==> config.mk <==
export PLATFORM = sky130hd
export DESIGN_NAME = sysctl_regs
export DESIGN_NICKNAME = d
export VERILOG_FILES = /design/src/rtl/sysctl_pkg.sv /design/src/rtl/sysctl_wr_arb.sv /design/src/rtl/sysctl_opt_reg.sv /design/src/rtl/sysctl_lvd_ctrl.sv /design/src/rtl/sysctl_rst_gen.sv /design/src/rtl/sysctl_regs.sv
export SDC_FILE = /design/constraint.sdc
export NUM_CORES = 1
export LEC_CHECK = 0
export BUFFER_PORTS_ARGS = -buffer_cell sky130_fd_sc_hd__buf_4
export CAP_MARGIN = 30
export CORE_UTILIZATION = 39
export CTS_BUF_LIST = sky130_fd_sc_hd__clkbuf_8
export CTS_CLUSTER_DIAMETER = 40
export DETAILED_ROUTE_END_ITERATION = 8
export PLACE_DENSITY = 0.73
export SETUP_SLACK_MARGIN = 0.15
export SLEW_MARGIN = 20
export SYNTH_ARGS = -nofsm -noshare
export SYNTH_HDL_FRONTEND = slang
export SYNTH_SLANG_ARGS = --single-unit
export TNS_END_PERCENT = 50
==> constraint.sdc <==
create_clock -name clk -period 1.3 [get_ports clk]
set_input_delay 0.26 -clock clk [delete_from_list [all_inputs] [get_ports clk]]
set_output_delay 0.26 -clock clk [all_outputs]
set_load 0.005 [all_outputs]
==> src/rtl/sysctl_pkg.sv <==
package sysctl_pkg;
  localparam int unsigned DW = 8;
  localparam int unsigned AW = 2;
  localparam logic [AW-1:0] ADR_OPT = 2'd0;
  localparam logic [AW-1:0] ADR_FRC = 2'd1;
  localparam logic [AW-1:0] ADR_LVD = 2'd2;

  typedef struct packed {
    logic          we;
    logic [AW-1:0] addr;
    logic [DW-1:0] data;
  } wr_req_t;
endpackage

==> src/rtl/sysctl_wr_arb.sv <==
module sysctl_wr_arb
  import sysctl_pkg::*;
(
  input  wr_req_t cpu_req,
  input  wr_req_t dbg_req,
  output wr_req_t win_req,
  output logic    dbg_force
);
  // debug port wins outright; the losing CPU request is dropped whole
  always_comb begin
    win_req = dbg_req.we ? dbg_req : cpu_req;
    if (!win_req.we) win_req = '0;
  end

  assign dbg_force = dbg_req.we && (dbg_req.addr == ADR_FRC) && dbg_req.data[0];
endmodule

==> src/rtl/sysctl_opt_reg.sv <==
module sysctl_opt_reg
  import sysctl_pkg::*;
#(
  parameter logic [DW-1:0] OPT_RST  = 8'hC2,
  parameter logic [DW-1:0] OPT_MASK = 8'hF3
) (
  input  logic          clk,
  input  logic          rst_n,
  input  logic          clr,
  input  wr_req_t       wr,
  output logic [DW-1:0] opt_q,
  output logic          locked
);
  always_ff @(posedge clk) begin
    if (!rst_n || clr) begin
      opt_q  <= OPT_RST & OPT_MASK;
      locked <= 1'b0;
    end else if (wr.we && (wr.addr == ADR_OPT) && !locked) begin
      opt_q  <= wr.data & OPT_MASK;
      locked <= 1'b1;
    end
  end
endmodule

==> src/rtl/sysctl_lvd_ctrl.sv <==
module sysctl_lvd_ctrl
  import sysctl_pkg::*;
#(
  parameter logic [2:0] LVD_RST = 3'b011
) (
  input  logic       clk,
  input  logic       rst_n,
  input  logic       clr,
  input  wr_req_t    wr,
  input  logic       lv_trip,
  input  logic       stop_mode,
  output logic [2:0] ctl_q,
  output logic       fire
);
  logic armed;

  always_ff @(posedge clk) begin
    if (!rst_n || clr) ctl_q <= LVD_RST;
    else if (wr.we && (wr.addr == ADR_LVD)) ctl_q <= wr.data[2:0];
  end

  // bit0 detect, bit1 reset enable, bit2 keep detecting in stop
  assign armed = ctl_q[0] && ctl_q[1] && (!stop_mode || ctl_q[2]);
  assign fire  = armed && lv_trip;
endmodule

==> src/rtl/sysctl_rst_gen.sv <==
module sysctl_rst_gen (
  input  logic clk,
  input  logic rst_n,
  input  logic dbg_force,
  input  logic lvd_fire,
  output logic clr,
  output logic req,
  output logic cause
);
  assign clr = dbg_force || lvd_fire;

  always_ff @(posedge clk) begin
    if (!rst_n) begin
      req   <= 1'b0;
      cause <= 1'b1;
    end else if (clr) begin
      req   <= 1'b1;
      cause <= lvd_fire;
    end else begin
      req   <= 1'b0;
    end
  end
endmodule

==> src/rtl/sysctl_regs.sv <==
module sysctl_regs
  import sysctl_pkg::*;
#(
  parameter logic [DW-1:0] OPT_RST  = 8'hC2,
  parameter logic [DW-1:0] OPT_MASK = 8'hF3,
  parameter logic [2:0]    LVD_RST  = 3'b011
) (
  input  logic          clk,
  input  logic          rst_n,
  input  logic          cpu_we,
  input  logic [AW-1:0] cpu_addr,
  input  logic [DW-1:0] cpu_wdata,
  input  logic          dbg_we,
  input  logic [AW-1:0] dbg_addr,
  input  logic [DW-1:0] dbg_wdata,
  input  logic [AW-1:0] rd_addr,
  output logic [DW-1:0] rd_data,
  input  logic          lv_trip,
  input  logic          stop_mode,
  output logic          sys_rst_req,
  output logic          wdog_en,
  output logic          wdog_long,
  output logic          stop_allow,
  output logic          dbg_pin_en
);
  wr_req_t       cpu_req, dbg_req, win_req;
  logic          dbg_force, lvd_fire, clr, rst_cause, opt_locked;
  logic [DW-1:0] opt_q;
  logic [2:0]    lvd_ctl;

  assign cpu_req = '{we: cpu_we, addr: cpu_addr, data: cpu_wdata};
  assign dbg_req = '{we: dbg_we, addr: dbg_addr, data: dbg_wdata};

  sysctl_wr_arb u_arb (
    .cpu_req(cpu_req), .dbg_req(dbg_req), .win_req(win_req), .dbg_force(dbg_force)
  );

  sysctl_opt_reg #(.OPT_RST(OPT_RST), .OPT_MASK(OPT_MASK)) u_opt (
    .clk(clk), .rst_n(rst_n), .clr(clr), .wr(win_req), .opt_q(opt_q), .locked(opt_locked)
  );

  sysctl_lvd_ctrl #(.LVD_RST(LVD_RST)) u_lvd (
    .clk(clk), .rst_n(rst_n), .clr(clr), .wr(win_req), .lv_trip(lv_trip),
    .stop_mode(stop_mode), .ctl_q(lvd_ctl), .fire(lvd_fire)
  );

  sysctl_rst_gen u_rst (
    .clk(clk), .rst_n(rst_n), .dbg_force(dbg_force), .lvd_fire(lvd_fire),
    .clr(clr), .req(sys_rst_req), .cause(rst_cause)
  );

  always_comb begin
    unique case (rd_addr)
      ADR_OPT: rd_data = opt_q;
      ADR_LVD: rd_data = {rst_cause, 4'b0000, lvd_ctl};
      default: rd_data = '0;
    endcase
  end

  assign wdog_en    = opt_q[7];
  assign wdog_long  = opt_q[6];
  assign stop_allow = opt_q[5];
  assign dbg_pin_en = opt_q[1];
endmodule

Word level (Yosys, flattened, before mapping) --
Cells that the tools add are included.
Storage, ports and cells: bits in read-only memories 0, bits in writable memories 0, memories 0, flip-flop bits (word level) 12, bits of input ports 28, output and inout port bits 13, latch bits 0, word-level logic and storage cells 28
Operators by class: bitwise logic cells 0, reduce and logical (&&, ||, !) cells 16, magnitude comparators 0, divide/modulo/power cells 0, multiplexer cells 4, shift operators 0, $mul 0, eq/ne operators 3, add/subtract/negate cells 0
Operators by type and width (count):
- $mux W11 | 2
- $pmux W8 S2 | 1
- $logic_and A1 B1 Y1 | 8
- $eq A2 B2 Y1 const B | 2
- $logic_not A2 Y1 | 2
- $logic_not A1 Y1 | 3
- $logic_or A1 B1 Y1 | 3
- $eq A2 B1 Y1 const B | 1
- $mux W1 | 1

Depth between registers and ports, before layout --
Gate-level depths: netlist (run 1).
depth after elaboration 6, depth in mapped cells 6, gate-level depth less buffers 4

Modules after synthesis --
From an unflattened synthesis (run 1), not the netlist that was laid out.
Unflattened totals: cells, all modules 85, area, all modules 812.0 um^2
By module, submodules not included:
- sysctl_opt_reg | area an instance 354.1 um^2, seq. area each 140.1 um^2, times used 1, cells each 33
- sysctl_lvd_ctrl | area an instance 162.7 um^2, seq. area each 60.1 um^2, times used 1, cells each 17
- sysctl_wr_arb | area an instance 126.4 um^2, seq. area each 0.0 um^2, times used 1, cells each 15
- sysctl_regs | area an instance 97.6 um^2, seq. area each 0.0 um^2, times used 1, cells each 14
- sysctl_rst_gen | area an instance 71.3 um^2, seq. area each 40.0 um^2, times used 1, cells each 6

Worst setup path before layout (run 1) --
OpenSTA, ideal clock, no wires.
kind input-to-reg, start point input port dbg_we, end point register u_opt.opt_q[6], arrival time 1147 ps, buffers on the path 1, required time 1180 ps, stages 4, setup time 120 ps, slack 33 ps, cells stage by stage buf_6 -> nor4b_4 -> o21bai_4 -> a211o_1
Between the ends: word-level cells in the longest chain between the ends 5, elaborated cells on any way between the ends 9, those cells by class mux (2); reduce/logical (7)
RTL lines:
- start: declaration | RTL line sysctl_regs.sv:13 | input logic dbg_we,
- $mux W11 | RTL line sysctl_wr_arb.sv:11 | win_req = dbg_req.we ? dbg_req : cpu_req;
- $mux W11 | RTL line sysctl_wr_arb.sv:12 | if (!win_req.we) win_req = '0;
- $logic_not A2 Y1 | RTL line sysctl_opt_reg.sv:18 | end else if (wr.we && (wr.addr == ADR_OPT) && !locked) begin
- $logic_and A1 B1 Y1 (2 in series) | RTL line sysctl_opt_reg.sv:18
- end signal: assignment | RTL line sysctl_opt_reg.sv:16 | opt_q <= OPT_RST & OPT_MASK;
- end signal: assignment | RTL line sysctl_opt_reg.sv:19 | opt_q <= wr.data & OPT_MASK;
- end: declaration | RTL line sysctl_opt_reg.sv:11 | output logic [DW-1:0] opt_q,
Parallel ways exist; a longest one is shown, timed or not. A chain may end at the register's enable or synchronous reset.

Worst setup path in the final report (run 1) --
start point register u_lvd.ctl_q[1], end point output port rd_data[1]
Between the ends: word-level cells in the longest chain between the ends 1
RTL lines:
- start: declaration | RTL line sysctl_lvd_ctrl.sv:12 | output logic [2:0] ctl_q,
- start signal: assignment | RTL line sysctl_lvd_ctrl.sv:19 | else if (wr.we && (wr.addr == ADR_LVD)) ctl_q <= wr.data[2:0];
- $pmux W8 S2 | RTL line sysctl_regs.sv:53 | unique case (rd_addr)
- end: declaration | RTL line sysctl_regs.sv:17 | output logic [DW-1:0] rd_data,
Every way passes these cells.

==> results.sh, run 1 <==
export IMPL_p_seq_frac=0.385
export IMPL_drtAntennaViolNets=0
export IMPL_p_int_uw=793
export IMPL_totalWireLength_mm=1.78
export IMPL_diodes=0
export IMPL_cp_required_ns=1.04
export IMPL_skew_ns=0.00302
export IMPL_syn_instance_count=83
export IMPL_synth_flop_cell="dfxtp_1"
export IMPL_htree_levels=1
export IMPL_first_global_vias=706
export IMPL_async_flop_share=0
export IMPL_hold_violations=0
export IMPL_setup_viol=0
export IMPL_dp_hpwl_mm=1.35
export IMPL_syn_to_final_growth_pct=59.9
export IMPL_hold_path_class="input pin to flop"
export IMPL_grt_max_degree=11
export IMPL_ys_seq_elements=12
export IMPL_grt_setup_unrepaired="true"
export IMPL_power_frac_comb=0.228
export IMPL_cts_root_buf="clkbuf_8"
export IMPL_antenna_found_initial=0
export IMPL_clock_latency_ns=0.24
export IMPL_track_usage=0.204
export IMPL_die_w_um=43.9
export IMPL_clk_path_buf_depth=2
export IMPL_row_count=14
export IMPL_drt_iter0_drc=10
export IMPL_synth_edf_count=0
export IMPL_cts_buffers=3
export IMPL_maxCapViolations=0
export IMPL_core_area_um2=1580
export IMPL_synth_fp_nets=111
export IMPL_netSwitchingFraction=0.233
export IMPL_place_gp_congestion=0.780
export IMPL_drc=3
export IMPL_power_density_nw_per_um2=943
export IMPL_cts_tree="yes"
export IMPL_status="finished, violations left"
export IMPL_io_pins=41
export IMPL_setup_ws_ns=0.154
export IMPL_synth_yosys_warnings=0
export IMPL_p_switching_uw=241
export IMPL_grt_pass1_wl_mm=2.95
export IMPL_worstSetupStartpointType="flop"
export IMPL_crit_type="flop to primary output"
export IMPL_dr_total_vias=739
export IMPL_post_route_period_util=0.882
export IMPL_syn_area_um2=686
export IMPL_portBuffers=37
export IMPL_timing_final_crit_period_ns=1.15
export IMPL_drt_pass1_iter_count=6
export IMPL_max_freq_mhz=872
export IMPL_place_ws_ns=-0.0103
export IMPL_final_nets=157
export IMPL_start_util=0.435
export IMPL_p_clk_frac=0.387
export IMPL_slew_violations=0
export IMPL_routed_via_density=5.13
export IMPL_dieArea_um2=1930
export IMPL_overflow=0
export IMPL_die_h_um=43.9
export IMPL_drive_gt1_frac=0.453
export IMPL_cts_sinks=12
export IMPL_yosysSeqAreaShare=0.350
export IMPL_crit_path_end_kind="primary output"
export IMPL_cp_max_fo=3
export IMPL_violations="DRC"
export IMPL_wl_per_cell_um=12.4
export IMPL_ir_worst_vdd_v=0.00101
export IMPL_avgSynthCellArea_um2=8.26
export IMPL_p_leak_nw=0.535
export IMPL_clk_pin_slew_worst_paths_ns=0.05
export IMPL_synth_cell_types=26
export IMPL_arrival_ns=0.89
export IMPL_fin_setup_tns_ns=0
[placed cells by master, fill, tap and decap left out, drive strengths merged, types with 2 or more instances in the layout]
master   n
buf     46
nand2   16
dfxtp   12
nor2    11
mux2i    9
o21ai    5
nand3b   4
clkbuf   4
and2     3
a21oi    3
a211o    2
nand3    2
[worst max-delay path, stage by stage, from the launching register on]
cell and delay, ns:
dfxtp_2 0.32, mux2i_1 0.14, nor2_1 0.06, buf_4 0.13
[kinds of logic (layout without fill, tap and decap cells)]
logic type | after synthesis | after routing | share of synthesized area
compound gates | 14 | 14 | 0.146
buf+inv | 6 | 51 | 0.0511
mux | 9 | 9 | 0.131
flops | 12 | 12 | 0.350
simple gates | 41 | 41 | 0.316
other cells | 1 | 1 | 0.00547
[per-layer routing]
layer  routed length (µm)  global-route usage  vias up  share of wire
li1                     -                   -      374              -
met1                  742               0.221      339           0.42
met2                  912               0.379       22           0.51
met3                   94              0.0500        4          0.053
met4                   34              0.0727        0          0.019
met5                    0                   0        -              0
[power groups by stage]
stage               sequential [mW]  clock [mW]  combinational [mW]
global route                  0.400       0.425               0.258
CTS                           0.398       0.402               0.231
finish                        0.398       0.400               0.236
global placement              0.405           0               0.219
detailed placement            0.405           0               0.224
floorplan                     0.403           0               0.107
[through the flow]
stage | instance area, µm² | hold slack [ns] | util | power [mW] | cells
after floorplan | 703 | 0.332 | - | 0.510 | 83
after global placement | 1010 | 0.466 | 0.640 | 0.624 | 137
after detailed placement | 1010 | 0.456 | 0.640 | 0.629 | 137
after CTS | 1080 | 0.232 | 0.683 | 1.03 | 142
after global routing | 1100 | 0.233 | 0.695 | 1.08 | 144
final | 1100 | 0.236 | 0.695 | 1.03 | 144
[registers in the layout, summed over array words and instances, names as in the netlist]
name,count
u_rst.cause,1
u_opt.opt_q,6
u_rst.req,1
u_opt.locked,1
u_lvd.ctl_q,3
[cell usage after synthesis (2+ instances only)]
| library cell | instances | share of area |
|---|---|---|
| clkbuf_1 | 2 | 0.011 |
| a21oi_1 | 3 | 0.022 |
| and2_1 | 3 | 0.027 |
| nor2_1 | 11 | 0.060 |
| nand2_1 | 16 | 0.088 |
| o21ai_0 | 4 | 0.029 |
| dfxtp_1 | 12 | 0.35 |
| mux2i_1 | 9 | 0.13 |
| nand3_1 | 2 | 0.015 |
| nand3b_1 | 4 | 0.044 |
| a211o_1 | 2 | 0.026 |
[layout make-up]
type                            count  area, µm²
Multi-Input combinational cell     65        428
Tap cell                           16       20.0
Sequential cell                    12        244
Clock buffer                        4       55.1
Fill cell                         139        480
Inverter                            1       3.75
Timing Repair Buffer               46        345
[worst paths after layout]
kind / slack (ns) / from / cells past startpoint / to
max: 0.15 / u_lvd.ctl_q[1]$_SDFFE_PP1P_ / 3 / rd_data[1]
min: 0.24 / rst_n / 2 / u_rst.cause$_SDFFE_PN1P_
max reg2reg: 0.17 / u_lvd.ctl_q[2]$_SDFFE_PP0P_ / 3 / u_opt.opt_q[7]$_SDFFE_PP1P_
min reg2reg: 0.48 / u_opt.opt_q[6]$_SDFFE_PP1P_ / 1 / u_opt.opt_q[6]$_SDFFE_PP1P_
[what timing repair did]
| item | 4_1_cts | 5_1_grt |
|---|---|---|
| buffers inserted | 1 | 2 |
| gates resized for setup | 1 | 3 |
| endpoints found under the hold margin | 0 | 0 |
| hold buffers | 0 | 0 |
| pin swaps | 1 | 3 |
| endpoints found under the setup margin | 4 | 9 |
| gates cloned | 0 | 0 |
Power figures use the tool's default switching activity.
==> run 2: changes to the inputs <==
--- a/config.mk
+++ b/config.mk
@@ -12,6 +12,7 @@
 export CTS_CLUSTER_DIAMETER = 40
 export DETAILED_ROUTE_END_ITERATION = 8
 export PLACE_DENSITY = 0.73
+export RECOVER_POWER = 100
 export SETUP_SLACK_MARGIN = 0.15
 export SLEW_MARGIN = 20
 export SYNTH_ARGS = -nofsm -noshare
==> run 2 against run 1 <==
  * The run still ends with DRC left
  * Fmax is 2.8% lower
  * Routed wire length is 0.17% lower
  * Core utilization is 0.95 points lower
  * Final cell count stayed put
  * Critical path depth stayed put
  * Non-clock buffer count stayed put
  * Final area is 1.4% lower
  * Via count stayed put
  * Clock skew is 0.0014 ns lower
  * Largest power group is now sequential cells
  * Highest routed layer unchanged
==> results.sh, run 2 (synthesized netlist as in run 1, its figures left out) <==
export IMPL_status="finished, violations left"
export IMPL_violations="DRC"
export IMPL_core_area_um2=1580
export IMPL_total_power_mw=1.02
export IMPL_dp_hpwl_mm=1.35
export IMPL_fin_setup_tns_ns=0
export IMPL_ir_worst_vdd_v=0.000971
export IMPL_maxCapViolations=0
export IMPL_crit_path_end_kind="flop"
export IMPL_cts_sinks=12
export IMPL_skew_ns=0.00161
export IMPL_setup_ws_ns=0.121
export IMPL_dpl_cell_count=137
export IMPL_die_w_um=43.9
export IMPL_dieArea_um2=1930
export IMPL_critPathSlowestCell="dfxtp_1"
export IMPL_top_regs="u_opt.opt_q (6), u_lvd.ctl_q (3)"
export IMPL_antenna_found_initial=0
export IMPL_cp_required_ns=1.43
export IMPL_die_h_um=43.9
export IMPL_start_util=0.435
export IMPL_path_cells="o2111ai_2, nand3_1, a211o_1"
export IMPL_final_nets=157
export IMPL_worstPathBufferInverterCount=0
export IMPL_htree_levels=1
export IMPL_stdcell_count=144
export IMPL_p_leak_nw=0.526
export IMPL_routed_via_density=5.13
export IMPL_cpPeakStageDelay_ns=0.33
export IMPL_use_met2=0.379
export IMPL_drtAntennaViolNets=0
export IMPL_arrival_ns=1.31
export IMPL_place_ws_ns=-0.0103
export IMPL_syn_to_final_growth_pct=57.7
export IMPL_largest_reg_flops=6
export IMPL_grt_max_degree=11
export IMPL_grt_pass1_wl_mm=2.95
export IMPL_min_from="rst_n"
export IMPL_totalWireLength_mm=1.78
export IMPL_slew_violations=0
export IMPL_timing_final_crit_period_ns=1.18
export IMPL_hold_violations=0
export IMPL_io_pins=41
export IMPL_cts_buffers=3
export IMPL_clk_pin_slew_worst_paths_ns=0.05
export IMPL_hold_path_class="input pin to flop"
export IMPL_design_area_um2=1080
export IMPL_drive_gt1_frac=0.414
export IMPL_clk_path_buf_depth=2
export IMPL_power_density_nw_per_um2=946
export IMPL_worstSetupStartpointType="flop"
export IMPL_grt_met1_usage=0.221
export IMPL_first_global_vias=706
export IMPL_cp_max_fo=6
export IMPL_place_area_um2=1010
export IMPL_place_gp_congestion=0.780
export IMPL_setup_viol=0
export IMPL_diodes=0
export IMPL_n_fill_cell=146
export IMPL_drc=3
export IMPL_final_cell_mix="buf_4, nand2_1, dfxtp_1, nor2_1, mux2i_1"
export IMPL_max_freq_mhz=848
export IMPL_post_route_period_util=0.907
export IMPL_gr_max_usage_layer="met2"
export IMPL_final_common_cell="buf_4"
export IMPL_drt_pass1_iter_count=6
export IMPL_largest_register="u_opt.opt_q"
export IMPL_clock_latency_ns=0.24
export IMPL_track_usage=0.204
export IMPL_grt_setup_unrepaired="true"
export IMPL_drt_iter0_drc=12
export IMPL_grt_met3_usage=0.0500
export IMPL_cts_tree="yes"
export IMPL_row_count=14
export IMPL_startpoint="u_lvd.ctl_q[2]$_SDFFE_PP0P_"
export IMPL_portBuffers=37
export IMPL_r2r_start="u_lvd.ctl_q[2]$_SDFFE_PP0P_"
export IMPL_cts_root_buf="clkbuf_8"
export IMPL_dr_total_vias=739
export IMPL_crit_type="flop to flop"
export IMPL_wl_per_cell_um=12.4
export IMPL_overflow=0
export IMPL_critPathTopFamily="compound AO/OA/AOI/OAI gates"
[run 2: what timing repair did]
action | CTS | global route
endpoints found under the setup margin | 4 | 9
pin swaps | 1 | 3
setup buffers | 1 | 2
hold buffers | 0 | 0
resized for setup | 1 | 3
[run 2: metrics by stage]
step,hold slack [ns],utilization
6_report,0.223,0.686
4_1_cts,0.232,0.683
3_5_place_dp,0.456,0.640
2_1_floorplan,0.332,-
5_1_grt,0.227,0.686
3_3_place_gp,0.466,0.640
[run 2: where the power goes]
part | switching (mW) | internal [mW] | leakage [nW]
clock | 0.129 | 0.267 | 0.0288
sequential | 0.0113 | 0.386 | 0.0979
combinational | 0.0954 | 0.134 | 0.399
total | 0.236 | 0.787 | 0.526
[run 2: worst paths after layout]
kind / end / slack, ns / cells after the start
min reg2reg: u_opt.opt_q[6]$_SDFFE_PP1P_ / 0.48 / 1
min: u_rst.cause$_SDFFE_PN1P_ / 0.22 / 2
max: u_opt.opt_q[7]$_SDFFE_PP1P_ / 0.12 / 3
max reg2reg: u_opt.opt_q[7]$_SDFFE_PP1P_ / 0.12 / 3
[run 2: routing by layer]
layer / wire [µm] / up-vias / share of wire
met5: 0 / - / 0
met4: 35 / 0 / 0.020
met3: 99 / 4 / 0.056
met2: 917 / 24 / 0.51
met1: 729 / 335 / 0.41
li1: - / 376 / -
[run 2: final cells by class]
type,count,area (µm²),area share
clock buffer,4,55.1,0.0509
inverter,1,3.75,0.00347
multi-input combinational,65,423,0.391
sequential,12,240,0.222
tap,16,20.0,0.0185
timing repair buffer,46,339,0.314
==> run 3: changes to the inputs <==
--- a/config.mk
+++ b/config.mk
@@ -8,9 +8,10 @@
 export BUFFER_PORTS_ARGS = -buffer_cell sky130_fd_sc_hd__buf_4
 export CAP_MARGIN = 30
 export CORE_UTILIZATION = 39
-export CTS_BUF_LIST = sky130_fd_sc_hd__clkbuf_8
+export CTS_BUF_LIST = sky130_fd_sc_hd__clkbuf_4
 export CTS_CLUSTER_DIAMETER = 40
 export DETAILED_ROUTE_END_ITERATION = 8
+export GPL_ROUTABILITY_DRIVEN = 0
 export PLACE_DENSITY = 0.73
 export RECOVER_POWER = 100
 export SETUP_SLACK_MARGIN = 0.15
==> run 3 against run 2 <==
  * The flow still finishes with violations (DRC)
  * Core utilization shrank 1.3 points
  * Clock power down 39%
  * Power shrank 15%
  * Non-clock buffer count up 1
  * Largest cell class unchanged
  * Largest power group unchanged
  * Highest routed layer unchanged
==> results.sh, run 3 (synthesized netlist as in run 1, its figures left out) <==
export IMPL_status="finished, violations left"
export IMPL_largest_reg_flops=6
export IMPL_setup_viol=0
export IMPL_clock_latency_ns=0.28
export IMPL_timing_final_crit_period_ns=1.19
export IMPL_cts_root_buf="clkbuf_4"
export IMPL_grt_setup_unrepaired="true"
export IMPL_final_common_cell="buf_4"
export IMPL_cts_sinks=12
export IMPL_power_frac_comb=0.268
export IMPL_p_switching_uw=239
export IMPL_netSwitchingFraction=0.274
export IMPL_overflow=0
export IMPL_largest_register="u_opt.opt_q"
export IMPL_dr_total_vias=746
export IMPL_n_fill_cell=158
export IMPL_htree_levels=1
export IMPL_crit_path_end_kind="flop"
export IMPL_design_area_um2=1060
export IMPL_p_seq_frac=0.453
export IMPL_ir_worst_vdd_v=0.000477
export IMPL_p_int_uw=632
export IMPL_cp_max_fo=6
export IMPL_r2r_end="u_opt.locked$_SDFFE_PP0P_"
export IMPL_maxCapViolations=0
export IMPL_final_cell_mix="buf_4, nand2_1, clkbuf_4, nor2_1, dfxtp_1"
export IMPL_r2r_setup_slack_ns=0.11
export IMPL_core_area_um2=1580
export IMPL_seq_area_um2=241
export IMPL_first_global_vias=696
export IMPL_crit_type="flop to flop"
export IMPL_slew_violations=0
export IMPL_power_density_nw_per_um2=822
export IMPL_diodes=0
export IMPL_multi_input_area_um2=423
export IMPL_track_usage=0.209
export IMPL_drt_iter0_drc=11
export IMPL_start_util=0.435
export IMPL_dieArea_um2=1930
export IMPL_p_clk_frac=0.279
export IMPL_antenna_found_initial=0
export IMPL_die_w_um=43.9
export IMPL_routed_via_density=5.14
export IMPL_fin_setup_tns_ns=0
export IMPL_path_cells="clkbuf_1, o2111ai_2, nand3_1, clkbuf_4, nor2_1"
export IMPL_dp_hpwl_mm=1.35
export IMPL_cts_buffers=3
export IMPL_place_area_um2=1010
export IMPL_die_h_um=43.9
export IMPL_drt_pass1_iter_count=6
export IMPL_r2r_cells=5
export IMPL_cts_tree="yes"
export IMPL_grt_pass1_wl_mm=3.00
export IMPL_syn_to_final_growth_pct=54.6
export IMPL_hold_violations=0
export IMPL_drc=3
export IMPL_cp_required_ns=1.48
export IMPL_clk_path_buf_depth=2
export IMPL_final_nets=158
export IMPL_top_regs="u_opt.opt_q (6), u_lvd.ctl_q (3)"
export IMPL_portBuffers=37
export IMPL_wl_per_cell_um=12.4
export IMPL_violations="DRC"
export IMPL_hold_end="u_rst.cause$_SDFFE_PN1P_"
export IMPL_skew_ns=0.00122
export IMPL_drive_gt1_frac=0.411
export IMPL_hold_depth=2
export IMPL_critPathSlowestCell="dfxtp_1"
export IMPL_p_leak_nw=0.514
export IMPL_clk_pin_slew_worst_paths_ns=0.08
export IMPL_whs_ns=0.183
export IMPL_cpPeakStageDelay_ns=0.34
export IMPL_worstSetupStartpointType="flop"
export IMPL_grt_max_degree=11
export IMPL_arrival_ns=1.36
export IMPL_totalWireLength_mm=1.80
export IMPL_row_count=14
export IMPL_io_pins=41
export IMPL_cts_hold_buffers=0
export IMPL_max_freq_mhz=843
export IMPL_post_route_period_util=0.913
export IMPL_r2r_start="u_lvd.ctl_q[0]$_SDFFE_PP1P_"
export IMPL_hold_path_class="input pin to flop"
export IMPL_min_from="rst_n"
export IMPL_drtAntennaViolNets=0
## run 3: changes by cell type in the layout (fill, tap and decap cells not counted), moves of 2 or more
cell,previous run,this run
and2_0,2,0
clkbuf_8,4,0
and2_1,1,3
clkbuf_4,8,13
## run 3: power by group through the flow
stage | combinational, mW | clock [mW] | sequential (mW)
after floorplan | 0.107 | 0 | 0.403
after global placement | 0.219 | 0 | 0.405
after detailed placement | 0.224 | 0 | 0.405
after CTS | 0.234 | 0.249 | 0.396
after global routing | 0.257 | 0.266 | 0.397
final | 0.233 | 0.243 | 0.395
## run 3: worst max path at each step
stage,slack (ns),end,depth (start not counted),from
after floorplan,0.11,u_opt.opt_q[6]$_SDFFE_PP1P_,4,dbg_we
after global placement,-0.0008,u_opt.opt_q[7]$_SDFFE_PP1P_,4,cpu_addr[1]
after detailed placement,-0.01,u_opt.opt_q[7]$_SDFFE_PP1P_,4,cpu_addr[1]
after CTS,0.10,rd_data[0],3,u_lvd.ctl_q[0]$_SDFFE_PP1P_
after global routing,0.05,rd_data[1],3,u_opt.opt_q[1]$_SDFFE_PP1P_
final,0.11,u_opt.locked$_SDFFE_PP0P_,5,u_lvd.ctl_q[0]$_SDFFE_PP1P_
## run 3: metrics by stage
| stage | setup slack (ns) | utilization | std cells | total power, mW |
|---|---|---|---|---|
| after global placement | -0.000842 | 0.640 | 137 | 0.624 |
| after global routing | 0.0536 | 0.672 | 145 | 0.920 |
| after CTS | 0.105 | 0.674 | 144 | 0.879 |
| after detailed placement | -0.0103 | 0.640 | 137 | 0.629 |
| after floorplan | 0.114 | - | 83 | 0.510 |
| final | 0.113 | 0.672 | 145 | 0.871 |
## run 3: area by class of cell
cell class / instances / area share
Multi-Input combinational cell: 65 / 0.399
Clock inverter: 1 / 0.00354
Inverter: 1 / 0.00354
Clock buffer: 3 / 0.0213
Sequential cell: 12 / 0.228
Timing Repair Buffer: 47 / 0.326
Tap cell: 16 / 0.0189
## run 3: per-layer routing
| metal | routed length, µm | GRT usage | vias to the layer above |
|---|---|---|---|
| met2 | 942 | 0.382 | 21 |
| met5 | 0 | 0 | - |
| li1 | - | - | 378 |
| met4 | 31 | 0.109 | 0 |
| met3 | 84 | 0.0250 | 4 |
| met1 | 742 | 0.234 | 343 |
## run 3: worst max-delay path, delay by kind of cell (launching register included)
family / cells / cell delay, ns
AND/OR/NAND/NOR: 2 / 0.25
AO/OA/AOI/OAI: 1 / 0.15
flip-flops: 1 / 0.34
buffers and inverters: 2 / 0.34
## run 3: what timing repair did
item                                    in CTS  in global routing
setup buffers                                3                  1
pin swaps                                    0                  2
gates resized for setup                      4                  3
endpoints found under the setup margin       6                 13
